File: src/rtl/irqsig_pkg.sv
package irqsig_pkg;
   typedef enum logic [1:0] {
      PH_IDLE  = 2'd0,
      PH_WATCH = 2'd1,
      PH_LO    = 2'd2,
      PH_HI    = 2'd3
   } phase_t;
endpackage

File: src/rtl/irqsig_slot_hist.sv
module irqsig_slot_hist #(
   parameter int DW            = 8,
   parameter int FIRST_WR      = 2,
   parameter int NUM_WR        = 3,
   parameter int CW            = 4,
   parameter bit REJECT_REPEAT = 1'b1
) (
   input  logic          clk,
   input  logic          rst_n,
   input  logic          stb,
   input  logic          clr,
   input  logic [CW-1:0] cyc_idx,
   input  logic          rnw,
   input  logic [DW-1:0] data,
   output logic          all_wr,
   output logic          all_same
);
   localparam int HELD = NUM_WR - 1;

   logic [HELD-1:0] wr_vec;
   logic [HELD-1:0] eq_vec;

   for (genvar i = 0; i < HELD; i++) begin : g_slot
      localparam logic [CW-1:0] SLOT = CW'(FIRST_WR + i);
      logic          wr_r;
      logic [DW-1:0] d_r;
      always_ff @(posedge clk or negedge rst_n) begin
         if (!rst_n) begin
            wr_r <= 1'b0;
            d_r  <= '0;
         end else if (stb) begin
            if (clr) begin
               wr_r <= 1'b0;
            end else if (cyc_idx == SLOT) begin
               wr_r <= ~rnw;
               d_r  <= data;
            end
         end
      end
      assign wr_vec[i] = wr_r;
      assign eq_vec[i] = (d_r == data);
   end

   assign all_wr = (&wr_vec) & ~rnw;

   if (REJECT_REPEAT) begin : g_rej
      assign all_same = &eq_vec;
   end else begin : g_norej
      assign all_same = 1'b0;
   end
endmodule

File: src/rtl/irqsig_vec_asm.sv
module irqsig_vec_asm #(
   parameter int DW = 8
) (
   input  logic            clk,
   input  logic            rst_n,
   input  logic            lo_we,
   input  logic            hi_we,
   input  logic [DW-1:0]   data,
   output logic [2*DW-1:0] pc
);
   logic [DW-1:0] lo_q;

   always_ff @(posedge clk or negedge rst_n) begin
      if (!rst_n) begin
         lo_q <= '0;
         pc   <= '0;
      end else begin
         if (lo_we) lo_q <= data;
         if (hi_we) pc   <= {data, lo_q};
      end
   end
endmodule

File: src/rtl/irq_entry_detect.sv
module irq_entry_detect #(
   parameter int DW            = 8,
   parameter int FIRST_WR      = 2,
   parameter int NUM_WR        = 3,
   parameter bit REJECT_REPEAT = 1'b1
) (
   input  logic            clk,
   input  logic            rst_n,
   input  logic            cyc_stb,
   input  logic            instr_start,
   input  logic            bus_rnw,
   input  logic [DW-1:0]   bus_data,
   input  logic            irq_window,
   output logic            irq_entry,
   output logic            vec_valid,
   output logic [2*DW-1:0] vec_pc,
   output logic            sync_err
);
   import irqsig_pkg::*;

   localparam int LAST = FIRST_WR + NUM_WR - 1;
   localparam int SAT  = LAST + 1;
   localparam int CW   = $clog2(LAST + 3) + 1;
   localparam logic [CW-1:0] LAST_C = CW'(LAST);
   localparam logic [CW-1:0] SAT_C  = CW'(SAT);

   if (DW < 1) begin : g_bad_dw
      $error("DW must be at least 1");
   end
   if (NUM_WR < 2) begin : g_bad_nw
      $error("NUM_WR must be at least 2");
   end
   if (FIRST_WR < 1) begin : g_bad_fw
      $error("FIRST_WR must be at least 1");
   end

   phase_t        phase_q;
   logic [CW-1:0] cyc_q;
   logic          win_q;
   logic          all_wr, all_same;
   logic          fire, at_last, sig_ok, sig_bad, lo_we, hi_we, vec_fault;

   irqsig_slot_hist #(
      .DW(DW), .FIRST_WR(FIRST_WR), .NUM_WR(NUM_WR), .CW(CW),
      .REJECT_REPEAT(REJECT_REPEAT)
   ) i_hist (
      .clk(clk), .rst_n(rst_n), .stb(cyc_stb), .clr(instr_start),
      .cyc_idx(cyc_q), .rnw(bus_rnw), .data(bus_data),
      .all_wr(all_wr), .all_same(all_same)
   );

   irqsig_vec_asm #(.DW(DW)) i_vec (
      .clk(clk), .rst_n(rst_n), .lo_we(lo_we), .hi_we(hi_we),
      .data(bus_data), .pc(vec_pc)
   );

   always_comb begin
      fire      = cyc_stb & ~instr_start;
      at_last   = (phase_q == PH_WATCH) && (cyc_q == LAST_C);
      sig_ok    = at_last & all_wr & win_q & ~all_same;
      sig_bad   = at_last & all_wr & ~(win_q & ~all_same);
      lo_we     = fire && (phase_q == PH_LO) && bus_rnw;
      hi_we     = fire && (phase_q == PH_HI) && bus_rnw;
      vec_fault = fire && ((phase_q == PH_LO) || (phase_q == PH_HI)) && !bus_rnw;
   end

   always_ff @(posedge clk or negedge rst_n) begin
      if (!rst_n) begin
         cyc_q <= '0;
      end else if (cyc_stb) begin
         if (instr_start)       cyc_q <= CW'(1);
         else if (cyc_q < SAT_C) cyc_q <= cyc_q + CW'(1);
      end
   end

   always_ff @(posedge clk or negedge rst_n) begin
      if (!rst_n) begin
         phase_q <= PH_IDLE;
         win_q   <= 1'b0;
      end else if (cyc_stb) begin
         if (instr_start) begin
            phase_q <= PH_WATCH;
            win_q   <= irq_window;
         end else begin
            unique case (phase_q)
               PH_WATCH: if (cyc_q == LAST_C) phase_q <= sig_ok ? PH_LO : PH_IDLE;
               PH_LO:    phase_q <= bus_rnw ? PH_HI : PH_IDLE;
               PH_HI:    phase_q <= PH_IDLE;
               default:  phase_q <= PH_IDLE;
            endcase
         end
      end
   end

   always_ff @(posedge clk or negedge rst_n) begin
      if (!rst_n) begin
         irq_entry <= 1'b0;
         vec_valid <= 1'b0;
         sync_err  <= 1'b0;
      end else begin
         irq_entry <= fire & sig_ok;
         vec_valid <= hi_we;
         sync_err  <= fire & (sig_bad | vec_fault);
      end
   end
endmodule

File: config.mk
export PLATFORM = sky130hd
export DESIGN_NAME = irq_entry_detect
export DESIGN_NICKNAME = d
export VERILOG_FILES = /design/src/rtl/irqsig_pkg.sv /design/src/rtl/irqsig_slot_hist.sv /design/src/rtl/irqsig_vec_asm.sv /design/src/rtl/irq_entry_detect.sv
export SDC_FILE = /design/constraint.sdc
export NUM_CORES = 1
export LEC_CHECK = 0
export ABC_AREA = 0
export CORE_UTILIZATION = 60
export DETAILED_ROUTE_END_ITERATION = 10
export DONT_BUFFER_PORTS = 1
export GPL_TIMING_DRIVEN = 0
export HOLD_SLACK_MARGIN = 0.02
export PLACE_DENSITY = 0.8
export SYNTH_ARGS = -nofsm -noshare
export SYNTH_HDL_FRONTEND = slang
export SYNTH_SLANG_ARGS = --single-unit
File: constraint.sdc
create_clock -name clk -period 2.62 [get_ports clk]
set_input_delay 0.524 -clock clk [delete_from_list [all_inputs] [get_ports clk]]
set_output_delay 0.524 -clock clk [all_outputs]
set_load 0.005 [all_outputs]
; ---- After elaboration in Yosys (flattened, before gate mapping)
; Index checks and enable logic that the tools add are counted.
[totals]
inputBits = 14
mem_count = 0
ram_bits = 0
rom_bits = 0
latch_bits = 0
out_inout_bits = 19
register_bits = 52
[classes]
eq_ne = 9
n_mul = 0
n_reduce_logical = 21
add_sub_neg = 1
shift = 0
bitwise = 14
mux = 11
div = 0
order_cmp = 1
[op_table]
columns = cell, n
row1 = 8-bit equality test, 2
row2 = 2-bit AND reduction, 7
row3 = 1-bit bitwise AND, 9
row4 = "4-bit by 2-bit equality test with 1-bit output, second input constant", 2
row5 = 2-bit two-way mux, 4
row6 = 4-bit two-way mux, 2
row7 = 1-bit logical AND, 7
row8 = 3-bit AND reduction, 2
row9 = 2-bit nonzero test, 3
row10 = "4-bit by 1-bit adder with 4-bit output, second input constant", 1
row11 = "2-bit equality test, second input constant", 2
row12 = "4-bit by 3-bit equality test with 1-bit output, second input constant", 1
row13 = "4-bit by 3-bit < comparator with 1-bit output, second input constant", 1
row14 = 1-bit two-way mux, 4
row15 = 1-bit inverter, 4
row16 = 2-bit case mux with 2 select lines, 1
row17 = "3-bit by 2-bit != test with 1-bit output, second input constant", 1
row18 = "2-bit by 1-bit equality test with 1-bit output, second input constant", 1
row19 = 1-bit logical NOT, 1
row20 = 1-bit logical OR, 1
row21 = 1-bit OR, 1

; ---- Depth between registers and ports, before layout
[logic_depth]
ltp_word = 9
mapped_depth = 6

; ---- Cells and area by module
; A second synthesis with hierarchy kept.
[unflattened]
hier_cells = 176
hier_area_um2 = 2382.3
[modules_own_cells]
columns = module, seq_area_each_um2, cells_each, area_per_inst_um2, n_inst
row1 = irqsig_vec_asm, 600.6, 51, 944.7, 1
row2 = irqsig_slot_hist, 450.4, 69, 860.8, 1
row3 = irq_entry_detect, 250.2, 56, 576.8, 1

; ---- Worst setup path after synthesis
; OpenSTA, ideal clock, no wires.
[synth_path]
kind = input -> register
from = input port cyc_stb
to = register i_vec.pc[0]
path_stages = 6
n_path_buf = 3
t_arrival_ps = 1528
setup_ps = 125
t_required_ps = 2495
path_slack_ps = 967
cell_sequence = buf_4 -> and2b_1 -> buf_6 -> nand3_4 -> buf_6 -> mux2_4
[synth_via]
elab_chain_cells = 3
[synth_lines]
columns = element, line
row1 = from (decl), irq_entry_detect.sv:9  ; input logic cyc_stb,
row2 = 1-bit bitwise AND, irq_entry_detect.sv:58  ; fire = cyc_stb & ~instr_start;
row3 = 1-bit logical AND (2 in series), irq_entry_detect.sv:63  ; hi_we = fire && (phase_q == PH_HI) && bus_rnw;
row4 = to (signal assigned), irqsig_vec_asm.sv:19  ; if (hi_we) pc <= {data, lo_q};
row5 = to (decl), irqsig_vec_asm.sv:9  ; output logic [2*DW-1:0] pc
; No other way between the ends.
; A chain may end at the register's enable or synchronous reset.

; ---- Worst setup path in the final report
[layout_path]
from = register cyc_q[0]
to = register sync_err
[layout_via]
elab_chain_cells = 6
[layout_lines]
columns = element, line
row1 = from (decl), irq_entry_detect.sv:38  ; logic [CW-1:0] cyc_q;
row2 = from (signal assigned), irq_entry_detect.sv:72  ; else if (cyc_q < SAT_C) cyc_q <= cyc_q + CW'(1);
row3 = 4-bit by 3-bit equality test with 1-bit output, irq_entry_detect.sv:59  ; at_last = (phase_q == PH_WATCH) && (cyc_q == LAST_C);
row4 = 1-bit logical AND, irq_entry_detect.sv:59
row5 = 1-bit bitwise AND (2 in series), irq_entry_detect.sv:61  ; sig_bad = at_last & all_wr & ~(win_q & ~all_same);
row6 = 1-bit OR, irq_entry_detect.sv:103  ; sync_err <= fire & (sig_bad | vec_fault);
row7 = 1-bit bitwise AND, irq_entry_detect.sv:103
row8 = to (signal assigned), irq_entry_detect.sv:103
row9 = to (decl), irq_entry_detect.sv:17  ; output logic sync_err
; No other way between the ends.

==> results.cfg <==
[clock_network]
clock_latency_ns = 0.30
cts_inserted_buffers = 5
cts_sinks = 52
cts.path.max_buffers = 2
cts_root_buffer = clkbuf_8
htreeDepth = 2
post_cts_resized = 0
clk_transition_reported_paths_ns = 0.09
cts_tree = yes

[global_route]
track_usage_pct = 22.6
grt_antenna_before_repair = 0
grt_pass1_wl_mm = 7.09
grt-ovfl-total = 0
grt_max_degree = 53
grt_pass1_vias = 1502

[timing]
layout_worst_path_cycle_share_pct = 68.6
final-max-slew-violation-count = 0
rsz0062_at_grt = false
fin_ws_ns = 0.823
finClkSkew_ns = 0.00498
tightest_slew_ns = 0.558
finalSetupViolCount = 0
totalNegativeSetupSlack_ns = 0
slew_headroom_pct = 62.3
fin_crit_ns = 1.80
fmax_ghz = 0.556
hold_violations = 0

[critical_path]
rr_worst_depth = 6
worstSetupStartpointType = flop
cp_num_buf_inv = 1
arrival_ns = 2.03
slowest_delay_ns = 0.49
cp_max_fo = 4
end_kind = flop
path_cells = inv_1 -> ha_1 -> and3b_1 -> nor4b_1 -> o21ai_0 -> a21oi_1
ff2ff_setup_slack_ns = 0.82
cp_slowest_cell = nor4b_1
r2r_end = sync_err
worstPathRequired_ns = 2.86
rr_startpoint = cyc_q[0]
crit_type = reg2reg
cp_top_family = simple AND/OR/NAND/NOR gates

[routing]
ant_nets = 0
wire_per_inst_um = 17.2
finalWirelength_mm = 4.11
route.detailed.drc = 0
drtIter0Drc = 67
vias_per_cell = 6.00
dr.pass1.iters = 4
vias = 1435

[place]
place_area_um2 = 2480
place.gp.congestion = 0.825
dp.final_hpwl_mm = 2.94
dp_slack_ns = 0.850
dp_cells = 230
portBuffers = 0

[floorplan]
ios = 33
die_y_um = 65.5
die_area_um2 = 4290
core_area_um2 = 3770
die_w_um = 65.5
start_util_pct = 64.1
rows = 22

[cells_and_area]
fin_util_pct = 69.4
final_cell_mix = dfrtp_1 (52), mux2_2 (32), xor2_1 (12)
multi_input_area_um2 = 1040
antennaDiodeCount = 0
layout-drive-gt1-share_pct = 29.3
finalNetCount = 210
design_area_um2 = 2620
final_common_cell = dfrtp_1
fillers = 244
area_growth_pct = 8.23
final_cells = 239
seq_area_um2 = 1300

[logic_synthesis]
synth_edf_count = 0
async_flop_share_pct = 100
netlist_area_um2 = 2420
ys_seq_elements = 52
synth_cell_types = 42
syn_area_per_cell_um2 = 13.3
yosys_warnings = 0
synth-main-ff-cell = dfrtp_1
ys_seq_area_share_pct = 53.8
syn_inst = 182
syn_nets = 202

[status]
outcome = complete, no violations

[hold_path]
hold_path.class = in2async

[pwr]
vdd_drop_max_v = 0.000621
powerDensity_nw_per_um2 = 815
leakagePower_uw = 0.00131

[job]
max_cap_viol_count = 0
how the worst max path moves through the flow:
| stage | from | endpoint | slack [ns] | cells after the start |
|---|---|---|---|---|
| finish | cyc_q[0] | sync_err | 0.82 | 6 |
| global route | cyc_q[0] | sync_err | 0.63 | 6 |
| global placement | cyc_stb | i_vec.pc[0] | 0.87 | 6 |
| CTS | cyc_q[0] | sync_err | 0.85 | 6 |
| floorplan | cyc_stb | i_vec.pc[0] | 0.97 | 6 |
| detailed placement | cyc_stb | i_vec.pc[3] | 0.85 | 6 |
per-layer routing:
metal | up-vias | GRT usage (%) | part of all wire, %
li1 | 657 | - | -
met5 | - | 0 | 0
met2 | 51 | 34.9 | 49
met3 | 7 | 7.47 | 5.4
met1 | 720 | 29.0 | 44
met4 | 0 | 9.51 | 1.9
cell usage after synthesis (all sizes together) (2+ instances only):
master | n | share of area (%)
a21oi | 6 | 1.2
a31oi | 3 | 0.78
buf | 4 | 1.4
dfrtp | 52 | 54
ha | 6 | 3.1
inv | 10 | 1.6
mux2 | 41 | 20
nand2 | 6 | 1.0
nand3 | 3 | 1.1
nor2 | 5 | 0.78
nor2b | 3 | 0.78
nor4 | 3 | 0.78
o21ai | 3 | 0.62
o22ai | 2 | 0.52
or3 | 2 | 0.52
xor2 | 12 | 4.3
layout make-up:
type,instances,share of cell area [%]
clock inverters,2,1.48
clock buffers,6,2.77
well taps,48,2.30
repair buffers,1,1.05
plain buffers,5,1.48
inverters,10,1.43
flip-flops and latches,52,49.7
multi-input cells,115,39.7
per-stage QoR:
| stage | hold WS, ns | power, µW |
|---|---|---|
| global placement | 0.230 | 1520 |
| global route | 0.0632 | 2250 |
| finish | 0.0654 | 2130 |
| floorplan | 0.228 | 1470 |
| CTS | 0.0645 | 2150 |
| detailed placement | 0.229 | 1580 |
logic make-up after synthesis:
logic type      Yosys count  synth area share, %
compound gates           22                 6.06
xor+xnor                 12                 4.35
fa+ha+maj                 6                 3.11
buf+inv                  15                 3.16
flops                    52                 53.8
mux                      42                 20.9
simple gates             33                 8.59
registers in the layout (all words and copies together), names as in the netlist, 2 cells and up:
register,flops
i_hist.g_slot.wr_r,2
i_hist.g_slot.d_r,16
cyc_q,4
i_vec.pc,16
i_vec.lo_q,8
phase_q,2
worst register-to-register path: cells and delay by family (launching register included):
| family | cells | cell delay [ns] |
|---|---|---|
| compound gates | 2 | 0.30 |
| buf+inv | 1 | 0.12 |
| flops | 1 | 0.42 |
| simple gates | 2 | 0.70 |
| fa+ha+maj | 1 | 0.20 |
power by group:
part           internal (µW)  switching, µW
Sequential               969            136
Clock                    289            258
Combinational            259            221
Total                   1520            616
what timing repair did:
action,CTS,global route
buffers inserted,0,0
endpoints found under the setup margin,0,0
hold endpoints to repair,52,0
hold buffers,1,0
Note: power is estimated with default switching activity, not from simulation.
